===== src/rtl/busmaster_pkg.sv =====
package busmaster_pkg;

  typedef enum logic [1:0] {
    SEL_CMD  = 2'd0,
    SEL_STAT = 2'd1,
    SEL_BASE = 2'd2,
    SEL_NONE = 2'd3
  } regSel_e;

  localparam int CMD_GO_BIT  = 0;
  localparam int CMD_DIR_BIT = 3;
  localparam int ST_ACT_BIT  = 0;
  localparam int ST_INT_BIT  = 2;

  // Strobes from control to datapath
  typedef struct packed {
    logic cmdWr;   // store start/direction bits
    logic goRise;  // start bit 0 -> 1
    logic goFall;  // start bit 1 -> 0
    logic baseWr;  // base address lane write
    logic intClr;  // write-one-to-clear of interrupt flag
  } strobe_t;

endpackage


===== src/rtl/busmaster_ctrl.sv =====
module busmaster_ctrl
  import busmaster_pkg::*;
#(
  parameter int DATA_W = 32
) (
  input  logic              clk,
  input  logic              rstN,
  input  logic              wrEn,
  input  logic [1:0]        regSel,
  input  logic [DATA_W-1:0] wrData,
  input  logic              curGo,
  output strobe_t           strobes
);

  logic cmdHit;
  logic statHit;
  logic goNew;

  always_comb begin
    cmdHit  = wrEn && (regSel == SEL_CMD);
    statHit = wrEn && (regSel == SEL_STAT);
    goNew   = wrData[CMD_GO_BIT];

    strobes.cmdWr  = cmdHit;
    strobes.goRise = cmdHit && goNew && !curGo;
    strobes.goFall = cmdHit && !goNew && curGo;
    strobes.baseWr = wrEn && (regSel == SEL_BASE);
    strobes.intClr = statHit && wrData[ST_INT_BIT];
  end

  // an unchanged start bit produces no edge strobe
  assert_no_edge_on_repeat_R1: assert property (@(posedge clk) disable iff (!rstN)
    (cmdHit && (goNew == curGo)) |-> !(strobes.goRise || strobes.goFall));

  assert_edges_exclusive_R2: assert property (@(posedge clk) disable iff (!rstN)
    !(strobes.goRise && strobes.goFall));

endmodule


===== src/rtl/busmaster_dp.sv =====
module busmaster_dp
  import busmaster_pkg::*;
#(
  parameter int ADDR_W = 32
) (
  input  logic              clk,
  input  logic              rstN,
  input  strobe_t           strobes,
  input  logic [1:0]        regSel,
  input  logic [1:0]        byteOff,
  input  logic [1:0]        accSize,
  input  logic [ADDR_W-1:0] wrData,
  input  logic              driveIrq,
  output logic [ADDR_W-1:0] rdData,
  output logic              curGo,
  output logic              hostIrq,
  output logic              startReq,
  output logic              stopReq,
  output logic              dirOut,
  output logic [ADDR_W-1:0] workPtr
);

  localparam int LANES = ADDR_W / 8;
  localparam int END_W = $clog2(LANES) + 3;

  logic              goBit;
  logic              dirBit;
  logic              active;
  logic              intFlag;
  logic              irqPrev;
  logic [ADDR_W-1:0] base;
  logic [ADDR_W-1:0] baseNext;
  logic [ADDR_W-1:0] shData;
  logic [ADDR_W-1:0] sizeMask;
  logic [END_W-1:0]  sizeBytes;
  logic [END_W-1:0]  endLane;
  logic              intRise;

  always_comb begin
    case (accSize)
      2'd0:    begin sizeBytes = END_W'(1);     sizeMask = ADDR_W'({8{1'b1}});  end
      2'd1:    begin sizeBytes = END_W'(2);     sizeMask = ADDR_W'({16{1'b1}}); end
      default: begin sizeBytes = END_W'(LANES); sizeMask = {ADDR_W{1'b1}};      end
    endcase
    endLane = END_W'(byteOff) + sizeBytes;
    shData  = wrData << {byteOff, 3'b000};
  end

  // Per-lane selection of the next base value
  for (genvar g = 0; g < LANES; g++) begin : gLane
    logic laneHit;
    assign laneHit = (END_W'(g) >= END_W'(byteOff)) && (END_W'(g) < endLane);
    assign baseNext[8*g +: 8] = laneHit ? shData[8*g +: 8] : base[8*g +: 8];
  end

  assign intRise = driveIrq && !irqPrev;

  always_ff @(posedge clk or negedge rstN) begin
    if (!rstN) begin
      goBit    <= 1'b0;
      dirBit   <= 1'b0;
      active   <= 1'b0;
      intFlag  <= 1'b0;
      irqPrev  <= 1'b0;
      base     <= '0;
      workPtr  <= '0;
      startReq <= 1'b0;
      stopReq  <= 1'b0;
    end else begin
      startReq <= 1'b0;
      stopReq  <= 1'b0;
      irqPrev  <= driveIrq;
      if (strobes.cmdWr) begin
        goBit  <= wrData[CMD_GO_BIT];
        dirBit <= wrData[CMD_DIR_BIT];
      end
      if (strobes.goRise) begin
        workPtr <= base;
        if (!active) begin
          active   <= 1'b1;
          startReq <= 1'b1;
        end
      end
      if (strobes.goFall) begin
        active  <= 1'b0;
        stopReq <= 1'b1;
      end
      if (strobes.baseWr) begin
        base <= {baseNext[ADDR_W-1:2], 2'b00};
      end
      if (intRise) begin
        intFlag <= 1'b1;
      end else if (strobes.intClr) begin
        intFlag <= 1'b0;
      end
    end
  end

  assign curGo   = goBit;
  assign dirOut  = dirBit;
  assign hostIrq = irqPrev;

  always_comb begin
    rdData = '0;
    case (regSel)
      SEL_CMD: begin
        rdData[CMD_GO_BIT]  = goBit;
        rdData[CMD_DIR_BIT] = dirBit;
      end
      SEL_STAT: begin
        rdData[ST_ACT_BIT] = active;
        rdData[ST_INT_BIT] = intFlag;
      end
      SEL_BASE: rdData = (base >> {byteOff, 3'b000}) & sizeMask;
      default:  rdData = '0;
    endcase
  end

  assert_start_loads_ptr_R2: assert property (@(posedge clk) disable iff (!rstN)
    strobes.goRise |=> (workPtr == $past(base)) && active);

  assert_stop_clears_active_R3: assert property (@(posedge clk) disable iff (!rstN)
    strobes.goFall |=> !active && stopReq);

  assert_repeat_no_pulse_R1: assert property (@(posedge clk) disable iff (!rstN)
    (strobes.cmdWr && (wrData[CMD_GO_BIT] == goBit)) |=> !startReq && !stopReq);

  assert_base_low_zero_R6: assert property (@(posedge clk) disable iff (!rstN)
    strobes.baseWr |=> (base[1:0] == 2'b00));

  assert_byte_write_keeps_upper_R5: assert property (@(posedge clk) disable iff (!rstN)
    (strobes.baseWr && accSize == 2'd0 && byteOff == 2'd1)
      |=> (base[ADDR_W-1:16] == $past(base[ADDR_W-1:16])));

  assert_irq_rise_sets_flag_R9: assert property (@(posedge clk) disable iff (!rstN)
    intRise |=> intFlag && hostIrq);

  assert_irq_fall_keeps_flag_R9: assert property (@(posedge clk) disable iff (!rstN)
    (!driveIrq && irqPrev && intFlag && !strobes.intClr) |=> !hostIrq && intFlag);

  assert_status_keeps_active_R8: assert property (@(posedge clk) disable iff (!rstN)
    (regSel == SEL_STAT && !strobes.goRise && !strobes.goFall) |=> $stable(active));

endmodule


===== src/rtl/busmaster_regs.sv =====
module busmaster_regs
  import busmaster_pkg::*;
#(
  parameter int ADDR_W = 32
) (
  input  logic              clk,
  input  logic              rstN,
  input  logic              wrEn,
  input  logic [1:0]        regSel,
  input  logic [1:0]        byteOff,
  input  logic [1:0]        accSize,
  input  logic [ADDR_W-1:0] wrData,
  output logic [ADDR_W-1:0] rdData,
  input  logic              driveIrq,
  output logic              hostIrq,
  output logic              startReq,
  output logic              stopReq,
  output logic              dirOut,
  output logic [ADDR_W-1:0] workPtr
);

  strobe_t strobes;
  logic    curGo;

  busmaster_ctrl #(.DATA_W(ADDR_W)) uCtrl (
    .clk     (clk),
    .rstN    (rstN),
    .wrEn    (wrEn),
    .regSel  (regSel),
    .wrData  (wrData),
    .curGo   (curGo),
    .strobes (strobes)
  );

  busmaster_dp #(.ADDR_W(ADDR_W)) uDp (
    .clk      (clk),
    .rstN     (rstN),
    .strobes  (strobes),
    .regSel   (regSel),
    .byteOff  (byteOff),
    .accSize  (accSize),
    .wrData   (wrData),
    .driveIrq (driveIrq),
    .rdData   (rdData),
    .curGo    (curGo),
    .hostIrq  (hostIrq),
    .startReq (startReq),
    .stopReq  (stopReq),
    .dirOut   (dirOut),
    .workPtr  (workPtr)
  );

  assert_pulses_exclusive_R3: assert property (@(posedge clk) disable iff (!rstN)
    !(startReq && stopReq));

endmodule


===== config.mk =====
export PLATFORM = sky130hd
export DESIGN_NAME = busmaster_regs
export DESIGN_NICKNAME = d
export VERILOG_FILES = /design/src/rtl/busmaster_pkg.sv /design/src/rtl/busmaster_ctrl.sv /design/src/rtl/busmaster_dp.sv /design/src/rtl/busmaster_regs.sv
export SDC_FILE = /design/constraint.sdc
export NUM_CORES = 1
export LEC_CHECK = 0
export CAP_MARGIN = 25
export CORE_ASPECT_RATIO = 0.5
export CORE_MARGIN = 5
export CORE_UTILIZATION = 57
export CTS_CLUSTER_DIAMETER = 50
export DETAILED_ROUTE_END_ITERATION = 10
export DONT_BUFFER_PORTS = 1
export PLACE_DENSITY = 0.75
export SYNTH_ARGS = -nofsm -noshare
export SYNTH_HDL_FRONTEND = slang
export SYNTH_SLANG_ARGS = --single-unit

===== constraint.sdc =====
create_clock -name clk -period 1.4 [get_ports clk]
set_input_delay 0.21 -clock clk [delete_from_list [all_inputs] [get_ports clk]]
set_output_delay 0.21 -clock clk [all_outputs]
set_load 0.05 [all_outputs]

=== Word level (Yosys, flattened, before mapping) ===
Cells that the tools add are included.

* Logic and storage cells: 63
* Memories: 0
* Bits in read-only memories: 0
* Register bits: 67
* RAM bits: 0
* Input bits: 42
* Bits in latches: 0

* Equality and inequality tests: 3
* Shift operators: 2
* Multiply operators: 0
* Add/sub/neg operators: 1
* Multiplexer cells: 14
* Bitwise operators: 1
* Div/mod/pow operators: 0
* Reduce and logical (&&, ||, !) cells: 23
* Order comparisons: 7

{| class="wikitable"
|+ Operator list
! cell !! number
|-
| one-hot mux 32 bit (2 select lines) || 1
|-
| bitwise AND 32 bit || 1
|-
| << shifter 32 x 5 -> 32 bit || 1
|-
| >> shifter 32 x 5 -> 32 bit || 1
|-
| two-way mux 28 bit || 1
|-
| logical AND 1 bit || 12
|-
| less-than comparator 1 x 5 -> 1 bit, first input constant || 2
|-
| less-than comparator 2 x 5 -> 1 bit, first input constant || 2
|-
| two-way mux 1 bit || 8
|-
| AND reduction 2 bit || 4
|-
| one-hot mux 3 bit (2 select lines) || 1
|-
| adder 2 x 3 -> 4 bit || 1
|-
| == test 2 x 1 -> 1 bit, second input constant || 2
|-
| greater-or-equal comparator 1 x 2 -> 1 bit, first input constant || 2
|-
| logical NOT 2 bit || 2
|-
| one-hot mux 1 bit (2 select lines) || 2
|-
| nonzero test 2 bit || 2
|-
| logical NOT 1 bit || 3
|-
| one-hot mux 1 bit (3 select lines) || 1
|-
| == test 2 bit, second input constant || 1
|-
| greater-or-equal comparator 2 bit, first input constant || 1
|}

=== Longest topological paths before layout ===
* Word-level depth: 6
* Depth in mapped cells: 10
* Mapped depth without buffers: 8

=== By module ===
Synthesis repeated with hierarchy kept, for this count alone.

* Cells, all modules: 351
* Area total of the unflattened synthesis: 3822.4 um^2

{| class="wikitable"
|+ By module, submodules not included
! module !! seq. area each (um^2) !! area each (um^2) !! times used !! cells an instance
|-
| busmaster_dp || 1676.6 || 3756.1 || 1 || 344
|-
| busmaster_ctrl || 0.0 || 66.3 || 1 || 7
|}

=== Least setup slack after synthesis ===
OpenSTA, ideal clock, no wires.

* Kind: input -> register
* From: in accSize[1]
* To: reg uDp.base[16]
* Slack: -1.030 ns
* Stages: 9
* Arrival time: 2.306 ns
* Library setup time: 0.125 ns
* Buffers on the path: 1
* Cell sequence: buf_4 > nor2_1 > ha_1 > inv_1 > fa_1 > nand2b_4 > a221o_1 > a31oi_4 > mux2_2

* Cells in the longest elaborated chain, start to end: 6
* Elaborated cells on any way between the ends: 7
* Classes of those cells: 1 x add/sub; 1 x order compare; 1 x eq/ne; 1 x mux; 3 x reduce/logical

{| class="wikitable"
|+ RTL lines
! what !! RTL line !! RTL
|-
| from (decl) || busmaster_regs.sv:11 || <nowiki>input logic [1:0] accSize,</nowiki>
|-
| == test 2 x 1 -> 1 bit / logical NOT 2 bit (equally long branches) || busmaster_dp.sv:40 || <nowiki>case (accSize)</nowiki>
|-
| one-hot mux 3 bit (2 select lines) (*) || busmaster_dp.sv:40 ||
|-
| adder 2 x 3 -> 4 bit (*) || busmaster_dp.sv:45 || <nowiki>endLane = END_W'(byteOff) + sizeBytes;</nowiki>
|-
| less-than comparator 2 x 5 -> 1 bit (*) || busmaster_dp.sv:52 || <nowiki>assign laneHit = (END_W'(g) >= END_W'(byteOff)) && (END_W'(g) < endLane);</nowiki>
|-
| logical AND 1 bit (*) || busmaster_dp.sv:52 ||
|-
| AND reduction 2 bit (no source line) (*) || -- ||
|-
| to (signal assigned) || busmaster_dp.sv:89 || <nowiki>base <= {baseNext[ADDR_W-1:2], 2'b00};</nowiki>
|-
| to (decl) || busmaster_dp.sv:31 || <nowiki>logic [ADDR_W-1:0] base;</nowiki>
|}

Mark *: on every way between the ends. The rest lies on a longest branch, timed or not.
A chain may end at the register's enable or synchronous reset.

=== Worst setup path in the final report ===
* From: in accSize[0]
* To: reg uDp.base[8]

* Cells in the longest elaborated chain, start to end: 6
* Elaborated cells on any way between the ends: 7
* Classes of those cells: 1 x add/sub; 1 x order compare; 1 x eq/ne; 1 x mux; 3 x reduce/logical

{| class="wikitable"
|+ RTL lines
! what !! RTL line
|-
| == test 2 x 1 -> 1 bit / logical NOT 2 bit (equally long branches) || busmaster_dp.sv:40
|-
| one-hot mux 3 bit (2 select lines) (*) || busmaster_dp.sv:40
|-
| adder 2 x 3 -> 4 bit (*) || busmaster_dp.sv:45
|-
| less-than comparator 1 x 5 -> 1 bit (*) || busmaster_dp.sv:52
|-
| logical AND 1 bit (*) || busmaster_dp.sv:52
|-
| AND reduction 2 bit (no source line) (*) || --
|}

Marked as above.

==> flow_metrics.tcl <==
set metrics [dict create \
    cts_hold_buf 2 \
    violations "negative hold slack, negative setup slack" \
    hpwl_um 7610 \
    gp_congestion 0.895 \
    coreArea_sq_um 6210 \
    die_w_um 125 \
    port_buffers 0 \
    slew_headroom_pct 60.4 \
    antennaDiodeCount 0 \
    yosysTopAreaCellShare_pct 44.9 \
    cts_sinks 67 \
    pwr-share-comb_pct 43.9 \
    drt-total-wl_um 17600 \
    maxCapViolations 0 \
    routedWlPerCell_um 31.6 \
    sw_frac_of_total_pct 39.8 \
    synth-seq-cells 67 \
    drt_iter0_markers 584 \
    ir_worst_vdd_mv 1.24 \
    die_y_um 67.3 \
    antenna_found_initial 0 \
    slew_viol_final 0 \
    cts_buffer_depth 2 \
    crit_type "in -> reg" \
    status "complete, but fails checks" \
    drtPass1Iterations 7 \
    synth_area_leaders "dfrtp_1 (45%), mux2_2 (16%), mux2i_1 (10%)" \
    grt_overflow 0 \
    power_leakage_nw 2.67 \
    multi_input_area_sq_um 2360 \
    syn_area_per_cell_sq_um 10.8 \
    grt_max_degree 68 \
    grt_util_all_layers_pct 35.2 \
    clockPowerShare_pct 26.4 \
    fin_skew_ps 10.8 \
    timing.final.ws_setup_ps -574 \
    hold_ws_ps -447 \
    vias 3874 \
    ys_seq_area_share_pct 44.9 \
    placed_cell_area_sq_um 4950 \
    synth_edf_count 0 \
    min_path_type "in -> async" \
    ios 110 \
    synthFlopType "dfrtp_1" \
    hold_violations 67 \
    synthCells 346 \
    crit_path_start_kind "input port" \
    p_int_w 0.00652 \
    power_density_nw_per_um2 1820 \
    layout-drive-gt1-share_pct 59.2 \
    crit_fanout 8 \
    p_sw_w 0.00431 \
    tightest_slew_ps 592 \
    final_area_sq_um 5950 \
    ff_latch_area_sq_um 1690 \
    cp.required_ps 1660 \
    synth_area_sq_um 3740 \
    cts_max_level 3 \
    fillers 133 \
    clkTransAtPathRegs_ps 60 \
    end_kind "flop" \
    p_seq_share_pct 29.7 \
    clkLatencyLatePin_ps 350 \
    nNetsFinal 513 \
    yosysWarningCount 0 \
    ant_nets 0 \
    place_ws_ps -846 \
    drc 0 \
    rsz0062_at_grt "true" \
    finalSetupViolCount 84 \
    via_per_inst 6.97 \
    area_growth_pct 59.1 \
    period_share_pct 141 \
    dieArea_sq_um 8370 \
    synthArstFlopShare_pct 100 \
    grt_pass1_vias 3791 \
    grt_pass1_wl_um 22100 \
    fmax_mhz 506 \
    cts_inserted_buffers 9 \
    start_util_pct 60.2 \
    critPathArrivalTime_ps 2230 \
    synth_cell_type_count 38 \
    rows 20 \
    root_buffer "clkbuf_16" \
    synth_largest_area_cell "dfrtp_1" \
    cts_tree "built" \
    min_period_ps 1970 \
]
-- layer usage --
layer  global-route usage, %  part of all wire, %  up-vias
met4                    15.4                  7.6        0
met5                       0                    0        -
li1                        -                    -     1449
met1                    39.9                   34     1839
met3                    12.2                   13      142
met2                    62.0                   46      444
-- logic make-up (layout without fill, tap and decap cells) --
| group | count (synthesis) | after routing | share of synthesized area, % |
|---|---|---|---|
| AO/OA/AOI/OAI | 56 | 56 | 9.84 |
| adder cells (fa/ha/maj) | 7 | 7 | 2.54 |
| buffers and inverters | 28 | 149 | 3.78 |
| flip-flops | 67 | 67 | 44.9 |
| multiplexers | 92 | 92 | 26.4 |
| other | 1 | 2 | 0.100 |
| AND/OR/NAND/NOR | 95 | 95 | 12.4 |
-- Yosys cell counts, types with 2 or more instances --
master	instances
nand3b_1	2
dfrtp_1	67
mux2_2	54
a21oi_1	24
nand3_1	3
ha_1	6
a31oi_1	2
clkbuf_1	5
nand2_1	24
buf_4	6
nor2_1	35
inv_1	5
mux2i_1	38
nor3b_1	2
o21ai_0	11
and3_1	5
buf_2	11
a211oi_1	9
and2_1	9
nor2b_1	10
-- placed cells by master (no fill, tap or decap), types with 10 or more instances in the layout --
cell,Yosys,layout
a21oi_1,24,14
a21oi_2,0,10
buf_12,0,28
buf_4,6,78
buf_6,0,18
dfrtp_1,67,55
dfrtp_2,0,12
mux2_2,54,38
mux2_4,0,16
mux2i_1,38,30
nand2_1,24,24
nor2_1,35,15
nor2_4,0,16
o21ai_0,11,10
-- power groups by stage --
stage	Combinational, W	Sequential [W]	Clock [W]
after floorplan	0.00141	0.00422	0
after global placement	0.00358	0.00304	0
after detailed placement	0.00368	0.00309	0
after CTS	0.00418	0.00306	0.00280
after global routing	0.00488	0.00325	0.00294
final	0.00476	0.00321	0.00286
-- registers in the layout, indices dropped and copies added (netlist names) --
name / cells
uDp.startReq: 1
uDp.curGo: 1
uDp.dirOut: 1
uDp.workPtr: 30
uDp.active: 1
uDp.hostIrq: 1
uDp.stopReq: 1
uDp.base: 30
uDp.intFlag: 1
-- worst max-delay path, stage by stage --
cell and delay (ps):
nor2_4 100, ha_4 160, inv_2 50, fa_2 460
buf_4 150, buf_6 110, buf_6 110, a21boi_4 140
a221oi_4 320, buf_12 180, nor2_1 60, a21oi_1 170
-- per-stage QoR --
stage	TNS (ps)	utilization [%]	power [W]	instances	hold slack (ps)
4_1_cts	-12630	92.8	0.0100	540	-444
6_report	-18250	95.8	0.0108	556	-447
3_3_place_gp	-19640	79.8	0.00662	494	-83.6
3_5_place_dp	-24110	79.8	0.00676	494	-83.7
5_1_grt	-19950	95.8	0.0111	556	-461
2_1_floorplan	-28860	-	0.00563	347	-85.6
-- cell type report --
class | count | area share [%]
clock buffer | 10 | 4.02
clock inverter | 5 | 2.10
inverter | 6 | 0.400
multi-input combinational | 252 | 39.7
sequential | 67 | 28.4
tap | 88 | 1.85
timing repair buffer | 128 | 23.5
-- final timing paths --
kind,from,end,slack (ps),depth (start not counted)
setup / recovery,accSize[0],uDp.base[8],-570,12
max in group asynchronous,rstN,uDp.base[10],1730,0
min in group clk,wrData[4],uDp.base[4],20,1
hold / removal,rstN,uDp.base[23],-450,0
setup reg to reg,uDp.curGo,uDp.workPtr[25],-40,3
hold reg to reg,uDp.workPtr[14],uDp.workPtr[14],520,1
-- repair_timing --
action                                  4_1_cts  5_1_grt
gates resized for setup                      53       24
hold endpoints to repair                     69       67
gates cloned                                  1        0
buffers inserted                             28       17
endpoints found under the setup margin       56       56
pin swaps                                    23       12
Power figures use the tool's default switching activity.
